===== src/rtl/rtc_timer8_pkg.sv =====
package rtc_timer8_pkg;

  localparam int unsigned RATIO_W = 3;

  typedef struct packed {
    logic               src_ext;    // 1: count external pin events
    logic               edge_fall;  // 1: falling edge of pin
    logic               pre_bypass; // 1: prescaler not in path
    logic [RATIO_W-1:0] ratio;      // divide by 2^(ratio+1)
  } tmr_opt_t;

  localparam int unsigned OPT_W = $bits(tmr_opt_t);

endpackage


===== src/rtl/rtc_edge_sync.sv =====
module rtc_edge_sync #(
  parameter int unsigned STAGES = 2
) (
  input  logic clk,
  input  logic rst_n,
  input  logic pin_i,
  output logic rise_o,
  output logic fall_o
);
  localparam int unsigned HW = STAGES + 1;

  logic [HW-1:0] shreg;

  always_ff @(posedge clk or negedge rst_n) begin
    if (!rst_n) shreg <= '0;
    else        shreg <= {shreg[HW-2:0], pin_i};
  end

  assign rise_o =  shreg[HW-2] & ~shreg[HW-1];
  assign fall_o = ~shreg[HW-2] &  shreg[HW-1];

  // Warm-up counter so the history check never reaches before reset.
  logic [3:0] warm;
  always_ff @(posedge clk or negedge rst_n) begin
    if (!rst_n)                     warm <= '0;
    else if (warm < 4'(STAGES + 2)) warm <= warm + 4'd1;
  end

  generate
    if (STAGES == 2) begin : g_chk2
      assert_rise_hist_R5: assert property (@(posedge clk) disable iff (!rst_n)
        (warm == 4'(STAGES + 2) && rise_o) |-> ($past(pin_i, 2) && !$past(pin_i, 3)));
      assert_fall_hist_R6: assert property (@(posedge clk) disable iff (!rst_n)
        (warm == 4'(STAGES + 2) && fall_o) |-> (!$past(pin_i, 2) && $past(pin_i, 3)));
    end
  endgenerate

endmodule


===== src/rtl/rtc_prescaler.sv =====
module rtc_prescaler #(
  parameter int unsigned RATIO_W = 3
) (
  input  logic               clk,
  input  logic               rst_n,
  input  logic               clr_i,
  input  logic               evt_i,
  input  logic               bypass_i,
  input  logic [RATIO_W-1:0] ratio_i,
  output logic               tick_o
);
  localparam int unsigned PRE_W = 1 << RATIO_W;

  logic [PRE_W-1:0] pre_cnt;
  logic [PRE_W-1:0] tap_mask;

  // Bits 0..ratio must all be ones for the final event of a period.
  always_comb begin
    for (int i = 0; i < PRE_W; i++) begin
      tap_mask[i] = (i <= int'(ratio_i));
    end
  end

  logic period_end;
  assign period_end = ((pre_cnt & tap_mask) == tap_mask);

  always_ff @(posedge clk or negedge rst_n) begin
    if (!rst_n)                   pre_cnt <= '0;
    else if (clr_i)               pre_cnt <= '0;
    else if (!bypass_i && evt_i)  pre_cnt <= pre_cnt + 1'b1;
  end

  assign tick_o = evt_i & (bypass_i | period_end);

  assert_restart_R9: assert property (@(posedge clk) disable iff (!rst_n)
    clr_i |=> (pre_cnt == '0));

  assert_idle_bypass_R3: assert property (@(posedge clk) disable iff (!rst_n)
    (bypass_i && !clr_i) |=> $stable(pre_cnt));

endmodule


===== src/rtl/rtc_count_reg.sv =====
module rtc_count_reg #(
  parameter int unsigned CW      = 8,
  parameter int unsigned HOLD_CY = 2
) (
  input  logic          clk,
  input  logic          rst_n,
  input  logic          wr_i,
  input  logic [CW-1:0] wdata_i,
  input  logic          tick_i,
  input  logic          flag_clr_i,
  output logic [CW-1:0] cnt_o,
  output logic          flag_o,
  output logic          hold_o
);
  localparam int unsigned HW = $clog2(HOLD_CY + 1);

  logic [HW-1:0] hold_q;
  logic          adv;
  logic          wrap;

  assign hold_o = (hold_q != '0);
  assign adv    = tick_i & ~wr_i & ~hold_o;
  assign wrap   = adv & (cnt_o == {CW{1'b1}});

  always_ff @(posedge clk or negedge rst_n) begin
    if (!rst_n) begin
      cnt_o  <= '0;
      hold_q <= '0;
    end else if (wr_i) begin
      cnt_o  <= wdata_i;
      hold_q <= HW'(HOLD_CY);
    end else begin
      if (hold_o) hold_q <= hold_q - 1'b1;
      if (adv)    cnt_o  <= cnt_o + 1'b1;
    end
  end

  always_ff @(posedge clk or negedge rst_n) begin
    if (!rst_n)          flag_o <= 1'b0;
    else if (wrap)       flag_o <= 1'b1;
    else if (flag_clr_i) flag_o <= 1'b0;
  end

  logic armed;
  always_ff @(posedge clk or negedge rst_n) begin
    if (!rst_n) armed <= 1'b0;
    else        armed <= 1'b1;
  end

  assert_load_R2: assert property (@(posedge clk) disable iff (!rst_n)
    wr_i |=> (cnt_o == $past(wdata_i)));

  assert_hold_after_wr_R9: assert property (@(posedge clk) disable iff (!rst_n)
    (armed && $past(wr_i) && !wr_i) |=> (cnt_o == $past(cnt_o)));

  assert_flag_zero_R7: assert property (@(posedge clk) disable iff (!rst_n)
    (armed && $rose(flag_o)) |-> (cnt_o == '0));

  assert_flag_keep_R8: assert property (@(posedge clk) disable iff (!rst_n)
    (flag_o && !flag_clr_i) |=> flag_o);

endmodule


===== src/rtl/rtc_timer8.sv =====
module rtc_timer8
  import rtc_timer8_pkg::*;
#(
  parameter int unsigned CNT_W       = 8,
  parameter int unsigned SYNC_STAGES = 2,
  parameter int unsigned WR_HOLD     = 2
) (
  input  logic             clk,
  input  logic             rst_n,
  input  logic             cyc_strobe,
  input  logic             ext_clk_pin,
  input  logic [OPT_W-1:0] opt_cfg,
  input  logic             wr_en,
  input  logic [CNT_W-1:0] wr_data,
  output logic [CNT_W-1:0] count_q,
  output logic             ovf_flag,
  input  logic             ovf_clr
);
  tmr_opt_t opt;
  assign opt = tmr_opt_t'(opt_cfg);

  logic pin_rise, pin_fall, pin_evt;
  logic src_evt, gated_evt, pre_tick, hold;

  rtc_edge_sync #(.STAGES(SYNC_STAGES)) u_sync (
    .clk    (clk),
    .rst_n  (rst_n),
    .pin_i  (ext_clk_pin),
    .rise_o (pin_rise),
    .fall_o (pin_fall)
  );

  assign pin_evt   = opt.edge_fall ? pin_fall : pin_rise;
  assign src_evt   = opt.src_ext ? pin_evt : cyc_strobe;
  assign gated_evt = src_evt & ~hold & ~wr_en;

  rtc_prescaler #(.RATIO_W(RATIO_W)) u_pre (
    .clk      (clk),
    .rst_n    (rst_n),
    .clr_i    (wr_en),
    .evt_i    (gated_evt),
    .bypass_i (opt.pre_bypass),
    .ratio_i  (opt.ratio),
    .tick_o   (pre_tick)
  );

  rtc_count_reg #(.CW(CNT_W), .HOLD_CY(WR_HOLD)) u_cnt (
    .clk        (clk),
    .rst_n      (rst_n),
    .wr_i       (wr_en),
    .wdata_i    (wr_data),
    .tick_i     (pre_tick),
    .flag_clr_i (ovf_clr),
    .cnt_o      (count_q),
    .flag_o     (ovf_flag),
    .hold_o     (hold)
  );

  assert_no_tick_in_hold_R9: assert property (@(posedge clk) disable iff (!rst_n)
    hold |-> !pre_tick);

  assert_pin_ignored_R10: assert property (@(posedge clk) disable iff (!rst_n)
    (!opt.src_ext && !cyc_strobe && !wr_en) |=> $stable(count_q));

endmodule


===== config.mk =====
export PLATFORM = sky130hd
export DESIGN_NAME = rtc_timer8
export DESIGN_NICKNAME = d
export VERILOG_FILES = /design/src/rtl/rtc_timer8_pkg.sv /design/src/rtl/rtc_edge_sync.sv /design/src/rtl/rtc_prescaler.sv /design/src/rtl/rtc_count_reg.sv /design/src/rtl/rtc_timer8.sv
export SDC_FILE = /design/constraint.sdc
export NUM_CORES = 1
export LEC_CHECK = 0
export CORE_ASPECT_RATIO = 1.4
export CORE_UTILIZATION = 43
export CTS_BUF_LIST = sky130_fd_sc_hd__clkbuf_8 sky130_fd_sc_hd__clkbuf_16
export DETAILED_ROUTE_END_ITERATION = 8
export GPL_TIMING_DRIVEN = 1
export PLACE_DENSITY_LB_ADDON = 0.05
export SETUP_SLACK_MARGIN = 0.4
export SYNTH_ARGS = -nofsm -noshare
export SYNTH_HDL_FRONTEND = slang
export SYNTH_SLANG_ARGS = --single-unit

===== constraint.sdc =====
create_clock -name clk -period 1.8 [get_ports clk]
set_input_delay 0.27 -clock clk [delete_from_list [all_inputs] [get_ports clk]]
set_output_delay 0.27 -clock clk [all_outputs]
set_load 0.01 [all_outputs]

==> impl_metrics.yaml <==
power_and_ir_drop:
  power_density_nw_per_um2: 687
  intPower_mw: 0.873
  power.share.combinational_pct: 28.0
  clockPowerShare_pct: 24.8
  finalPower_mw: 1.21
  p_leak_nw: 0.775
  seq_power_share_pct: 47.2
  sw_frac_of_total_pct: 27.9
  power_switching_mw: 0.337
  ir_drop_mv: 0.492
yosys:
  ys_ff_latch: 22
  synth_top_family_by_area: "simple AND/OR/NAND/NOR gates"
  synth_xor_area_share_pct: 9.00
  yosysWarnings: 0
  synth_nets: 141
  synth_ff_type: "dfrtp_1"
  synthAdderAreaFrac_pct: 3.22
  synth.distinct_cells: 29
  syn-instance-count: 118
  yosys.area_share.simple_pct: 20.7
  synth-compound-area-share_pct: 15.9
  postSynthAreaPerCell_um2: 9.89
  synth_enable_flop_cells: 0
  synth-seq-area-share_pct: 47.2
  muxShareOfSynthArea_pct: 0.857
  syn_area_um2: 1170
  ys_async_sr_fraction_pct: 100
floorplan:
  rows: 22
  core-area_um2: 2590
  die_area_um2: 2930
  die_x_um: 46.0
  num_io_pins: 29
  die_h_um: 63.7
  start_util_pct: 45.1
clock_tree:
  postCtsHoldBufs: 0
  root_buffer: "clkbuf_8"
  clk_latency_ns: 0.26
  cts_buffer_depth: 2
  cts_sinks: 22
  clk_pin_slew_ns: 0.08
  numCtsBuffers: 3
  cts_tree: "built"
  cts-htree-levels: 1
timing:
  setup_violations: 4
  fin_setup_tns_ns: -0.0870
  final.period_utilization_pct: 102
  finClkSkew_ns: 0.00418
  finalWorstPathRequiredPeriod_ns: 1.84
  final_max_slew_viol_count: 0
  relSlewSlack_pct: 80.6
  grt_setup_unrepaired: "true"
  worstMarginPinSlew_ns: 0.292
  hold_viol: 0
  fmax_ghz: 0.543
  setup_ws_ns: -0.0420
worst_setup_path:
  reg2regPathDepth: 6
  crit_path_start: "u_sync.shreg[2]"
  worstPathMaxFanout: 5
  crit_path_end: "u_cnt.cnt_o[6]"
  r2r_start: "u_sync.shreg[2]"
  r2r_slack_ns: -0.04
  startpoint_type: "flip-flop"
  crit_required_ns: 1.97
  criticalPathCategory: "reg -> reg"
  timing.rr.end: "u_cnt.cnt_o[6]"
  crit_arrival_ns: 2.02
  critical_path.endpoint_type: "flip-flop"
routing:
  drt_iter0_drc: 12
  viasPerCell: 5.22
  wl_um: 2730
  firstDrtPassIters: 4
  vias: 1080
  drc: 0
  wl_per_cell_um: 13.2
  ant_nets: 0
placed_design:
  dp_cells: 194
  place.gp.congestion: 0.815
  io_buffers: 28
  place_hpwl_um: 1880
  place_area_um2: 1600
hold_path:
  hp-class: "in -> async"
finish:
  final_util_pct: 68.1
  drive_gt1_share_pct: 23.4
  area_delta_synth_final_pct: 51.0
  layout_common_cells: "dfrtp_1, clkdlybuf4s50_1, buf_4"
  finalNetCount: 196
  antennaDiodeCount: 0
  final_cells: 207
  fin_area_um2: 1760
  layout_commonest_cell: "dfrtp_1"
job:
  maxCapViolCount: 0
global_route:
  grt_pass1_vias: 1141
  grt_overflow: 0
  grt_max_degree: 23
  antenna_found_initial: 0
  grt_usage_pct: 21.9
  grt_pass1_wl_um: 4700
status:
  violations: "negative setup slack"
  status: "finished with violations"
## power by group through the flow
stage / registers, mW / logic (mW) / clock network [mW]
after floorplan: 0.584 / 0.149 / 0
after global placement: 0.580 / 0.299 / 0
after detailed placement: 0.582 / 0.312 / 0
after CTS: 0.570 / 0.333 / 0.310
after global routing: 0.578 / 0.375 / 0.335
final: 0.571 / 0.339 / 0.300
## layer usage
layer	share of wire (%)	up-vias	track usage (%)	wire (um)
li1	-	521	-	-
met1	39	533	24.3	1080
met2	56	20	37.9	1520
met3	2.6	6	3.15	71
met4	2.2	0	11.4	60
met5	0	-	0	0
## sequential cells by signal, indices dropped and copies added (netlist names)
| register | count |
|---|---|
| u_cnt.cnt_o | 8 |
| u_cnt.flag_o | 1 |
| u_cnt.hold_q | 2 |
| u_pre.pre_cnt | 8 |
| u_sync.shreg | 3 |
## worst min-delay path by stage
stage,slack [ns],endpoint,startpoint,cells after the start
after floorplan,-0.03,u_cnt.cnt_o[0],rst_n,0
after global placement,0.33,u_sync.shreg[1],u_sync.shreg[0],0
after detailed placement,0.34,u_sync.shreg[1],u_sync.shreg[0],0
after CTS,0.36,u_pre.pre_cnt[0],rst_n,2
after global routing,0.37,u_sync.shreg[1],u_sync.shreg[0],0
final,0.36,u_pre.pre_cnt[0],rst_n,2
## layout make-up
class	instances	area, um^2
fillers	239	825
clock buffers	3	41.3
inverters	6	22.5
multi-input cells	87	622
well taps	36	45.0
flip-flops and latches	22	551
repair buffers	53	482
## critical path, cell delays in order (launching register included)
cell and delay [ns]:
dfrtp_1 0.39, or3b_4 0.38, a311oi_4 0.22, buf_4 0.17, o211ai_4 0.09, or3_1 0.33, a31oi_1 0.19
## kinds of logic after synthesis
family | Yosys count
simple gates | 48
compound gates | 23
flops | 22
xor+xnor | 12
buf+inv | 9
fa+ha+maj | 3
mux | 1
## per-stage QoR
step	setup WS [ns]	hold slack [ns]
6_report	-0.0420	0.356
5_1_grt	-0.0984	0.366
4_1_cts	-0.0674	0.362
3_5_place_dp	-0.378	0.344
3_3_place_gp	-0.325	0.334
2_1_floorplan	0.0253	-0.0256
## timing repair
action | CTS | global route
setup endpoints to repair | 26 | 17
setup buffers | 9 | 1
gates resized for setup | 17 | 10
pin swaps | 13 | 4
## synth_stat cells (2+ instances only)
library cell,count,share of area [%]
or3_1,3,1.6
nand4_1,5,2.7
and3_1,4,2.1
o21ai_0,8,3.4
clkbuf_1,2,0.64
a31oi_1,2,1.1
nand2_1,10,3.2
inv_1,6,1.9
ha_1,3,3.2
dfrtp_1,22,47
xor2_1,11,8.3
nor2_1,15,4.8
nor2b_1,2,1.1
nand2b_1,2,1.1
nand3b_1,2,1.3
o2111ai_1,3,2.3
o211ai_1,4,2.6
nand3_1,3,1.3
No activity file was read; power rests on OpenSTA's default activity.
